--- src/rtl/pq_pkg.sv ---
package pq_pkg;

  typedef enum logic [1:0] {
    OCC_HOLD = 2'd0,
    OCC_UP   = 2'd1,
    OCC_DOWN = 2'd2
  } occ_move_e;

  function automatic occ_move_e occ_move(input logic up, input logic down);
    if (up && !down) return OCC_UP;
    if (down && !up) return OCC_DOWN;
    return OCC_HOLD;
  endfunction

endpackage

--- src/rtl/pq_delay_line.sv ---
module pq_delay_line #(
  parameter int MAX_DEPTH = 64,
  localparam int DEPTH_W = $clog2(MAX_DEPTH + 1),
  localparam int IDX_W = (MAX_DEPTH > 1) ? $clog2(MAX_DEPTH) : 1
) (
  input  logic               clk,
  input  logic               rst_n,
  input  logic               strobe_i,
  input  logic [DEPTH_W-1:0] depth_i,
  output logic               delayed_o
);

  logic [MAX_DEPTH-1:0] taps;
  logic [IDX_W-1:0]     sel;

  for (genvar g = 0; g < MAX_DEPTH; g++) begin : g_stage
    if (g == 0) begin : g_head
      always_ff @(posedge clk) begin
        if (!rst_n) taps[g] <= 1'b0;
        else        taps[g] <= strobe_i;
      end
    end else begin : g_body
      always_ff @(posedge clk) begin
        if (!rst_n) taps[g] <= 1'b0;
        else        taps[g] <= taps[g-1];
      end
    end
  end

  // clamp the programmed depth into 1..MAX_DEPTH
  always_comb begin
    if (depth_i == '0)                  sel = '0;
    else if (int'(depth_i) > MAX_DEPTH) sel = IDX_W'(MAX_DEPTH - 1);
    else                                sel = IDX_W'(int'(depth_i) - 1);
  end

  assign delayed_o = taps[sel];

endmodule

--- src/rtl/pq_occupancy.sv ---
module pq_occupancy
  import pq_pkg::*;
#(
  parameter int MAX_DEPTH = 64,
  localparam int CNT_W = $clog2(MAX_DEPTH + 1)
) (
  input  logic             clk,
  input  logic             rst_n,
  input  logic             up_i,
  input  logic             down_i,
  output logic [CNT_W-1:0] cnt_o
);

  always_ff @(posedge clk) begin
    if (!rst_n) begin
      cnt_o <= '0;
    end else begin
      case (occ_move(up_i, down_i))
        OCC_UP:   cnt_o <= cnt_o + 1'b1;
        OCC_DOWN: cnt_o <= cnt_o - 1'b1;
        default:  cnt_o <= cnt_o;
      endcase
    end
  end

  assert_no_underflow_R1: assert property (@(posedge clk) disable iff (!rst_n)
    (down_i && !up_i) |-> (cnt_o != '0));

  assert_count_bounded_R1: assert property (@(posedge clk) disable iff (!rst_n)
    int'(cnt_o) <= MAX_DEPTH);

endmodule

--- src/rtl/pq_ts_fifo.sv ---
module pq_ts_fifo #(
  parameter int DEPTH = 64,
  parameter int TS_W  = 32,
  localparam int PTR_W = (DEPTH > 1) ? $clog2(DEPTH) : 1,
  localparam int LVL_W = $clog2(DEPTH + 1)
) (
  input  logic             clk,
  input  logic             rst_n,
  input  logic             push_i,
  input  logic [TS_W-1:0]  push_ts_i,
  input  logic             taint_all_i,
  input  logic             pop_i,
  output logic [TS_W-1:0]  head_ts_o,
  output logic             head_dirty_o,
  output logic [LVL_W-1:0] level_o
);

  logic [TS_W-1:0]  ts_mem [DEPTH];
  logic [DEPTH-1:0] dirty_q;
  logic [PTR_W-1:0] wp, rp;

  function automatic logic [PTR_W-1:0] bump(input logic [PTR_W-1:0] p);
    return (int'(p) == DEPTH - 1) ? '0 : p + 1'b1;
  endfunction

  always_ff @(posedge clk) begin
    if (!rst_n) begin
      wp      <= '0;
      rp      <= '0;
      level_o <= '0;
      dirty_q <= '0;
    end else begin
      if (taint_all_i) dirty_q <= '1;
      if (push_i) begin
        ts_mem[wp]  <= push_ts_i;
        dirty_q[wp] <= taint_all_i;
        wp          <= bump(wp);
      end
      if (pop_i) rp <= bump(rp);
      case ({push_i, pop_i})
        2'b10:   level_o <= level_o + 1'b1;
        2'b01:   level_o <= level_o - 1'b1;
        default: level_o <= level_o;
      endcase
    end
  end

  assign head_ts_o    = ts_mem[rp];
  assign head_dirty_o = dirty_q[rp];

  assert_no_overflow_R1: assert property (@(posedge clk) disable iff (!rst_n)
    (push_i && !pop_i) |-> (level_o < LVL_W'(DEPTH)));

  assert_pop_nonempty_R2: assert property (@(posedge clk) disable iff (!rst_n)
    pop_i |-> (level_o != '0));

endmodule

--- src/rtl/pileup_qualifier.sv ---
module pileup_qualifier #(
  parameter int TS_W      = 32,
  parameter int MAX_DEPTH = 64,
  localparam int DEPTH_W = $clog2(MAX_DEPTH + 1),
  localparam int CNT_W   = $clog2(MAX_DEPTH + 1)
) (
  input  logic               clk,
  input  logic               rst_n,
  input  logic               disc_i,
  input  logic [TS_W-1:0]    ts_i,
  input  logic [DEPTH_W-1:0] depth_i,
  output logic               clean_valid_o,
  output logic [TS_W-1:0]    clean_ts_o,
  output logic               pileup_o
);

  logic             expire;
  logic [CNT_W-1:0] occ_cnt;
  logic [CNT_W:0]   occ_next;
  logic             taint;
  logic [TS_W-1:0]  head_ts;
  logic             head_dirty;
  logic [CNT_W-1:0] fifo_level;

  pq_delay_line #(.MAX_DEPTH(MAX_DEPTH)) delay_i (
    .clk       (clk),
    .rst_n     (rst_n),
    .strobe_i  (disc_i),
    .depth_i   (depth_i),
    .delayed_o (expire)
  );

  pq_occupancy #(.MAX_DEPTH(MAX_DEPTH)) occ_i (
    .clk    (clk),
    .rst_n  (rst_n),
    .up_i   (disc_i),
    .down_i (expire),
    .cnt_o  (occ_cnt)
  );

  // occupancy as it will stand after this edge; two or more taints the window
  always_comb begin
    occ_next = {1'b0, occ_cnt};
    if (disc_i && !expire)      occ_next = occ_next + 1'b1;
    else if (expire && !disc_i) occ_next = occ_next - 1'b1;
  end
  assign taint = (occ_next >= (CNT_W+1)'(2));

  pq_ts_fifo #(.DEPTH(MAX_DEPTH), .TS_W(TS_W)) fifo_i (
    .clk          (clk),
    .rst_n        (rst_n),
    .push_i       (disc_i),
    .push_ts_i    (ts_i),
    .taint_all_i  (taint),
    .pop_i        (expire),
    .head_ts_o    (head_ts),
    .head_dirty_o (head_dirty),
    .level_o      (fifo_level)
  );

  always_ff @(posedge clk) begin
    if (!rst_n) begin
      clean_valid_o <= 1'b0;
      clean_ts_o    <= '0;
    end else begin
      clean_valid_o <= expire && !head_dirty;
      if (expire) clean_ts_o <= head_ts;
    end
  end

  assign pileup_o = (occ_cnt >= CNT_W'(2));

  assert_level_tracks_count_R1: assert property (@(posedge clk) disable iff (!rst_n)
    fifo_level == occ_cnt);

  assert_crowded_expiry_rejected_R5: assert property (@(posedge clk) disable iff (!rst_n)
    (occ_cnt >= CNT_W'(2) && expire) |=> !clean_valid_o);

  assert_strobe_follows_expiry_R2: assert property (@(posedge clk) disable iff (!rst_n)
    clean_valid_o |-> $past(expire));

endmodule

--- config.mk ---
export PLATFORM = sky130hd
export DESIGN_NAME = pileup_qualifier
export DESIGN_NICKNAME = d
export VERILOG_FILES = /design/src/rtl/pq_pkg.sv /design/src/rtl/pq_delay_line.sv /design/src/rtl/pq_occupancy.sv /design/src/rtl/pq_ts_fifo.sv /design/src/rtl/pileup_qualifier.sv
export SDC_FILE = /design/constraint.sdc
export NUM_CORES = 2
export LEC_CHECK = 0
export BUFFER_PORTS_ARGS = -buffer_cell sky130_fd_sc_hd__buf_2
export CAP_MARGIN = 20
export CORE_ASPECT_RATIO = 1.2
export CORE_UTILIZATION = 36
export DETAILED_ROUTE_END_ITERATION = 16
export PLACE_DENSITY = 0.53
export SKIP_CTS_REPAIR_TIMING = 1
export SLEW_MARGIN = 10
export SYNTH_ARGS = -nofsm -noshare
export SYNTH_HDL_FRONTEND = slang
export SYNTH_SLANG_ARGS = --single-unit
export TNS_END_PERCENT = 20
--- constraint.sdc ---
create_clock -name clk -period 7.67 [get_ports clk]
set_input_delay 0.3835 -clock clk [delete_from_list [all_inputs] [get_ports clk]]
set_output_delay 0.3835 -clock clk [all_outputs]
set_load 0.01 [all_outputs]
# [Yosys cells after proc, flatten, opt, wreduce, memory -nomap -nowiden]
# Memory sizes are Yosys's and may differ from the RTL's. A register that Yosys moved wholly into a read port is not among the register bits.
# Index checks and enable logic that the tools add are counted.
[word_totals] ff_bits=148 mem_bits_rw=2048 inputBits=42 out_inout_bits=34 word_cells=128 mem_count=1
[mem_list] memory="fifo_i.ts_mem" depth=64 width=32 read_ports=1 rd_ports_with_merged_regs=1 wr=1 line_no="pq_ts_fifo.sv:18" text="logic [TS_W-1:0] ts_mem [DEPTH];"
[classes] n_addsub=7 order_cmp=7 n_eq_ne=4 mux=30 reduce_logical=10
[ops] operator="64-bit two-way mux" count=3
[ops] operator="64-bit bitwise mux" count=1
[ops] operator="6-bit two-way mux" count=4
[ops] operator="6-bit by 7-bit less-than comparator with 1-bit output (second input constant)" count=3
[ops] operator="8-bit two-way mux" count=2
[ops] operator="7-bit case mux with 2 select lines" count=1
[ops] operator="6-bit by 1-bit adder with 6-bit output (second input constant)" count=2
[ops] operator="1-bit binary-select mux with 6-bit select" count=2
[ops] operator="6-bit by 1-bit equality test with 1-bit output (second input constant)" count=2
[ops] operator="1-bit two-way mux" count=11
[ops] operator="2-bit two-way mux" count=5
[ops] operator="7-bit by 1-bit adder with 8-bit output (second input constant)" count=1
[ops] operator="8-bit by 2-bit greater-or-equal comparator with 1-bit output (second input constant)" count=1
[ops] operator="7-bit by 1-bit subtractor with 8-bit output (second input constant)" count=1
[ops] operator="7-bit by 1-bit adder with 7-bit output (second input constant)" count=1
[ops] operator="7-bit by 2-bit greater-or-equal comparator with 1-bit output (second input constant)" count=1
[ops] operator="7-bit > comparator (second input constant)" count=1
[ops] operator="7-bit zero test" count=1
[ops] operator="7-bit by 1-bit subtractor with 7-bit output (second input constant)" count=1
[ops] operator="1-bit demux with 6-bit select" count=1
[ops] operator="6-bit by 1-bit greater-or-equal comparator with 1-bit output (second input constant)" count=1
[ops] operator="6-bit by 1-bit subtractor with 6-bit output (second input constant)" count=1
[ops] operator="1-bit logical AND" count=4
[ops] operator="1-bit zero test" count=4
[ops] operator="other kinds (3)" count=3

# [Logic depth before layout (Yosys ltp)]
[logic_depth] depth_word=16 mapped_depth=23 depth_no_buf=20

# [Hierarchy]
# Synthesis repeated with hierarchy kept, for this count alone.
[hier_totals] hier_cells=4273 area_unflattened_um2=86621.8
[by_module_without_submodules] mod="pq_ts_fifo" n_inst=1 cells_each=3760 area_each_um2=81747.2 seq_area_each_um2=63280.7
[by_module_without_submodules] mod="pq_delay_line" n_inst=1 cells_each=307 area_each_um2=2824.0 seq_area_each_um2=1281.2
[by_module_without_submodules] mod="pileup_qualifier" n_inst=1 cells_each=142 area_each_um2=1506.4 seq_area_each_um2=660.6
[by_module_without_submodules] mod="pq_occupancy" n_inst=1 cells_each=64 area_each_um2=544.3 seq_area_each_um2=140.1

# [Worst setup path after synthesis]
# No wires, ideal clock.
[synth_path] kind="input-to-reg" startpoint="in depth_i[0]" endpoint="reg occ_i.cnt_o[6]" setup_time_ns=0.076 arrival_time_ns=4.911 required_ns=7.594 slack_ns=2.684 stages=22 n_path_buf=3 cell_sequence="clkbuf_1 inv_1 ha_1 or4b_4 o31ai_4 buf_4 mux2i_1 mux2i_1 a21o_1 o41ai_1 o32ai_4 buf_4 ha_1 ha_1 nor2b_1 o21ai_0 nand2b_1 a21o_1 a21oi_1 xnor2_1 or3_1 a21boi_0"
[synth_via] elab_chain_cells=14 word_cells_on_any_way=23 cone_classes="1 x add/sub; 1 x order compare; 2 x eq/ne; 14 x mux; 5 x reduce/logical"
[synth_rtl] item="start, declared" line_no="pileup_qualifier.sv:11" text="input logic [DEPTH_W-1:0] depth_i,"
[synth_rtl] item="6-bit by 1-bit subtractor with 6-bit output or 7-bit > comparator (tied branches)" line_no="pq_delay_line.sv:34, pq_delay_line.sv:33"
[synth_rtl] item="6-bit two-way mux" line_no="pq_delay_line.sv:33" text="else if (int'(depth_i) > MAX_DEPTH) sel = IDX_W'(MAX_DEPTH - 1);"
[synth_rtl] item="6-bit two-way mux (*)" line_no="pq_delay_line.sv:32" text="if (depth_i == '0) sel = '0;"
[synth_rtl] item="1-bit binary-select mux with 6-bit select (*)" line_no="pq_delay_line.sv:37" text="assign delayed_o = taps[sel];"
[synth_rtl] item="1-bit two-way mux (not written as such) (*)" line_no="pq_delay_line.sv:37"
[synth_rtl] item="1-bit logical AND" line_no="pq_pkg.sv:11" text="if (down && !up) return OCC_DOWN;"
[synth_rtl] item="1-bit two-way mux (2 in series)" line_no="pq_pkg.sv:11"
[synth_rtl] item="1-bit two-way mux" line_no="pq_occupancy.sv:15" text="if (!rst_n) begin"
[synth_rtl] item="2-bit two-way mux" line_no="pq_pkg.sv:12" text="return OCC_HOLD;"
[synth_rtl] item="2-bit two-way mux (*)" line_no="pq_pkg.sv:11"
[synth_rtl] item="2-bit two-way mux (*)" line_no="pq_occupancy.sv:15"
[synth_rtl] item="2-bit equality test or 2-bit by 1-bit equality test with 1-bit output (tied branches)" line_no="pq_occupancy.sv:18" text="case (occ_move(up_i, down_i))"
[synth_rtl] item="7-bit case mux with 2 select lines or 2-bit nonzero test (tied branches)"
[synth_rtl] item="end signal, assigned" line_no="pq_occupancy.sv:19" text="OCC_UP: cnt_o <= cnt_o + 1'b1;"
[synth_rtl] item="end signal, assigned" line_no="pq_occupancy.sv:20" text="OCC_DOWN: cnt_o <= cnt_o - 1'b1;"
[synth_rtl] item="end signal, assigned" line_no="pq_occupancy.sv:21" text="default: cnt_o <= cnt_o;"
[synth_rtl] item="end, declared" line_no="pq_occupancy.sv:11" text="output logic [CNT_W-1:0] cnt_o"
# Every way passes the cells marked *; elsewhere a longest branch is shown, timed or not. The select of a mux whose other input is x is not followed.
# A chain may end at the register's enable or synchronous reset.

# [Final worst setup path]
[layout_path] startpoint="in depth_i[0]" endpoint="reg fifo_i.dirty_q[25]"
[layout_via] elab_chain_cells=13 word_cells_on_any_way=17 cone_classes="1 x add/sub; 2 x order compare; 10 x mux; 4 x reduce/logical"
[layout_rtl] item="6-bit by 1-bit subtractor with 6-bit output or 7-bit > comparator (tied branches)" line_no="pq_delay_line.sv:34, pq_delay_line.sv:33"
[layout_rtl] item="6-bit two-way mux" line_no="pq_delay_line.sv:33"
[layout_rtl] item="6-bit two-way mux (*)" line_no="pq_delay_line.sv:32"
[layout_rtl] item="1-bit binary-select mux with 6-bit select (*)" line_no="pq_delay_line.sv:37"
[layout_rtl] item="1-bit two-way mux (not written as such) (*)" line_no="pq_delay_line.sv:37"
[layout_rtl] item="1-bit logical AND or 1-bit zero test (tied branches)" line_no="pileup_qualifier.sv:45, pileup_qualifier.sv:44"
[layout_rtl] item="8-bit two-way mux or 1-bit logical AND (tied branches)" line_no="pileup_qualifier.sv:45, pileup_qualifier.sv:44"
[layout_rtl] item="8-bit two-way mux (*)" line_no="pileup_qualifier.sv:44" text="if (disc_i && !expire) occ_next = occ_next + 1'b1;"
[layout_rtl] item="8-bit by 2-bit greater-or-equal comparator with 1-bit output (*)" line_no="pileup_qualifier.sv:47" text="assign taint = (occ_next >= (CNT_W+1)'(2));"
[layout_rtl] item="64-bit two-way mux" line_no="pq_ts_fifo.sv:33" text="if (taint_all_i) dirty_q <= '1;"
[layout_rtl] item="64-bit two-way mux" line_no="pq_ts_fifo.sv:27" text="if (!rst_n) begin"
[layout_rtl] item="64-bit bitwise mux" line_no="pq_ts_fifo.sv:36" text="dirty_q[wp] <= taint_all_i;"
[layout_rtl] item="64-bit two-way mux (*)" line_no="pq_ts_fifo.sv:34" text="if (push_i) begin"
[layout_rtl] item="end signal, assigned by index" line_no="pq_ts_fifo.sv:36"
[layout_rtl] item="end, declared" line_no="pq_ts_fifo.sv:19" text="logic [DEPTH-1:0] dirty_q;"
# Marks and branches as above.

==> summary.md <==
| Metric | Value |
|---|---|
| LEAKAGE | 29.4 nW |
| Initial core utilization | 36.3% |
| I/O pin count | 76 |
| Synth Register Bits | 2228 |
| Vias per cell | 5.55 |
| Unrepaired setup endpoints after global routing | no |
| Global routing met2 resource utilization | 34.9% |
| Net count after synthesis | 3817 |
| Primary FF master, synth | edfxtp_1 |
| Clock Skew | 0.0670 ns |
| Number of routed nets with antenna violations | 0 |
| EDFF count, synth | 2048 |
| Die width | 447 um |
| Final worst-path cycle share | 67.5% |
| Via count | 40539 |
| CTS tree | built |
| Worst EP arrival | 5.89 ns |
| Final WS setup | 2.49 ns |
| Largest area contributor in the netlist | edfxtp_1 |
| Leading cell type in the layout, fill and taps excluded | edfxtp_1 |
| Post-Syn Area | 85600 sq um |
| Final setup viols | 0 |
| Core ar. | 236000 sq um |
| Max-slew violations | 0 |
| Peak supply drop | 0.170 mV |
| CTS H-tree lvls | 4 |
| Synth cell types | 72 |
| Total Wirelength | 240 mm |
| Slew at the pin with the worst max-slew slack | 1.09 ns |
| Status | completed |
| Critical path launch point | depth_i[0] |
| Seq/Total Area, Yosys | 76.1% |
| Initial antenna violation count | 15 |
| Clock Tree Buf Depth | 4 |
| Worst slack, placed | 1.65 ns |
| Relative slew slack | 27.1% |
| Top achievable clock speed | 193 MHz |
| Final HPWL DP | 128 mm |
| Post-placement cell area | 90500 sq um |
| Root buffer cell | clkbuf_16 |
| Row count | 195 |
| CTS Buf Count | 218 |
| Drt pass-1 iters | 7 |
| Synth warnings | 0 |
| Power Density | 265 nW/um^2 |
| Worst min path class | in -> reg |
| First-pass GRT wire length | 336 mm |
| Mean post-synth cell area | 22.8 sq um |
| Total power | 25.9 mW |
| Routed WL per cell | 32.8 um |
| I/O Buffers | 75 |
| Detailed Route Iter0 Violations | 4554 |
| Layout area overhead | 14.1% |
| Layout cell share with drive strength beyond 1 | 30.5% |
| Ys async rst share | 0% |
| Most frequent cells in the layout | edfxtp_1 (2048), mux4_2 (693), clkbuf_16 (220), dfxtp_1 (174), buf_4 (97) |
| Critical path's largest stage delay | 0.76 ns |
| Drc violations | 0 |
| DIE AREA | 240000 sq um |
| Die Height | 536 um |
| R2r startpoint | delay_i.taps[32] |
| # Max-Cap Violations | 0 |
| Routing usage on met1 | 26.3% |
| Grt met3 use | 2.88% |
| CP startpoint kind | input port |
| Critical path type | in -> reg |
| Reg clk slew, reported paths | 0.07 ns |
| Grt total ovfl | 0 |
| GRT Resource Usage Total | 20.1% |
| CP Capture Type | flop |
| Hold Startpoint | ts_i[1] |
| Post-synth top area share | 71.9% |
| Cells after synthesis | 3759 |
| Critical path's slowest cell | o32ai_4 |
| CTS Sinks | 2228 |
| Number of global-route vias before repair | 41332 |
| GP Congestion | 0.791 |
| Setup_tns | 0 ns |
| Final hold vios | 0 |
| Cell Chain, Critical Path | buf_2 > inv_1 > ha_1 > or4b_4 > o31ai_4 > o21a_1 > nor2_1 > o31a_1 > a32o_1 > o32ai_4 > ha_1 > nand3_1 > nor2_1 > nand2_1 > o21ai_0 > a21oi_1 > or4_1 > a21oi_4 > buf_4 > a21boi_0 |
| Worst skew pair latency | 0.88 ns |
| CP max FO | 64 |
| Period minus WS final | 5.18 ns |
| Final nets | 4027 |
| Area contributors post-synth | edfxtp_1 (72%), mux4_2 (18%), dfxtp_1 (4.2%), clkbuf_1 (0.65%), mux2i_1 (0.58%) |
| Final Cell Area | 97600 sq um |
| Largest net degree at the start of global routing | 136 |
| GR peak layer | met2 |
| Final core occ | 41.4% |
| Worst path required time | 8.39 ns |
[power breakdown]
group / leakage, nW / total (mW) / internal (mW) / switching (mW)
Sequential: 19.9 / 13.5 / 13.4 / 0.107
Combinational: 6.25 / 2.10 / 0.985 / 1.11
Clock: 3.27 / 10.3 / 5.76 / 4.55
Total: 29.4 / 25.9 / 20.1 / 5.77
[cell type report]
type | instances | area (sq um)
multi-input cells | 1297 | 20100
repair buffers | 207 | 1730
clock buffers | 301 | 5940
flip-flops and latches | 2228 | 65100
fillers | 20566 | 138000
well taps | 3152 | 3940
clock inverters | 91 | 739
diodes | 6 | 15.0
inverters | 17 | 63.8
[synth_stat cells (all sizes together), types with 3 or more instances]
library cell,number
o211ai,4
o21a,3
mux2i,50
clkbuf,148
and2,73
nand3,13
o21ai,86
nand3b,5
mux4,693
a32o,3
buf,69
edfxtp,2048
a21o,8
nor3,9
nor2,86
a211oi,6
a21boi,66
inv,17
xnor2,8
nand2b,6
nor2b,42
and3,4
or3,3
ha,15
nand4,5
a21oi,22
mux2,5
nor3b,3
xor2,4
nand2,33
dfxtp,180
[registers in the layout, summed over array words and instances (netlist names)]
signal / cells
clean_ts_o: 32
clean_valid_o: 1
delay_i.taps: 64
fifo_i.dirty_q: 64
fifo_i.rp: 6
fifo_i.ts_mem: 2048
fifo_i.wp: 6
occ_i.cnt_o: 7
[per-stage QoR]
step / hold slack, ns / instances
after floorplan: 0.421 / 3759
after global placement: 0.446 / 6876
after detailed placement: 0.441 / 6876
after CTS: -0.136 / 7268
after global routing: 0.00186 / 7298
final: 0.0312 / 7299
[cells by family after synthesis]
logic type / share of synthesized area [%]
flip-flops: 76.1
multiplexers: 18.9
adder cells (fa/ha/maj): 0.243
AND/OR/NAND/NOR: 1.81
AO/OA/AOI/OAI: 1.80
XOR/XNOR: 0.123
buffers and inverters: 1.07
[routing by layer]
| layer | vias up | part of all wire [%] |
|---|---|---|
| li1 | 16330 | - |
| met1 | 22501 | 40 |
| met2 | 1388 | 52 |
| met3 | 320 | 5.9 |
| met4 | 0 | 2.4 |
| met5 | - | 0 |
[critical path, delay by kind of cell]
family	cells	cell delay [ns]
AO/OA/AOI/OAI	9	2.72
AND/OR/NAND/NOR	6	1.36
adder cells (fa/ha/maj)	2	0.54
buffers and inverters	3	0.86
[path summary, 6_finish.rpt]
path	end	cells after the start	slack, ns
hold / removal	fifo_i.ts_mem[7][1]	1	0.03
setup / recovery	fifo_i.dirty_q[25]	20	2.49
setup reg to reg	fifo_i.dirty_q[25]	16	3.22
hold reg to reg	delay_i.taps[26]	1	0.41
Note: power is estimated with default switching activity, not from simulation.
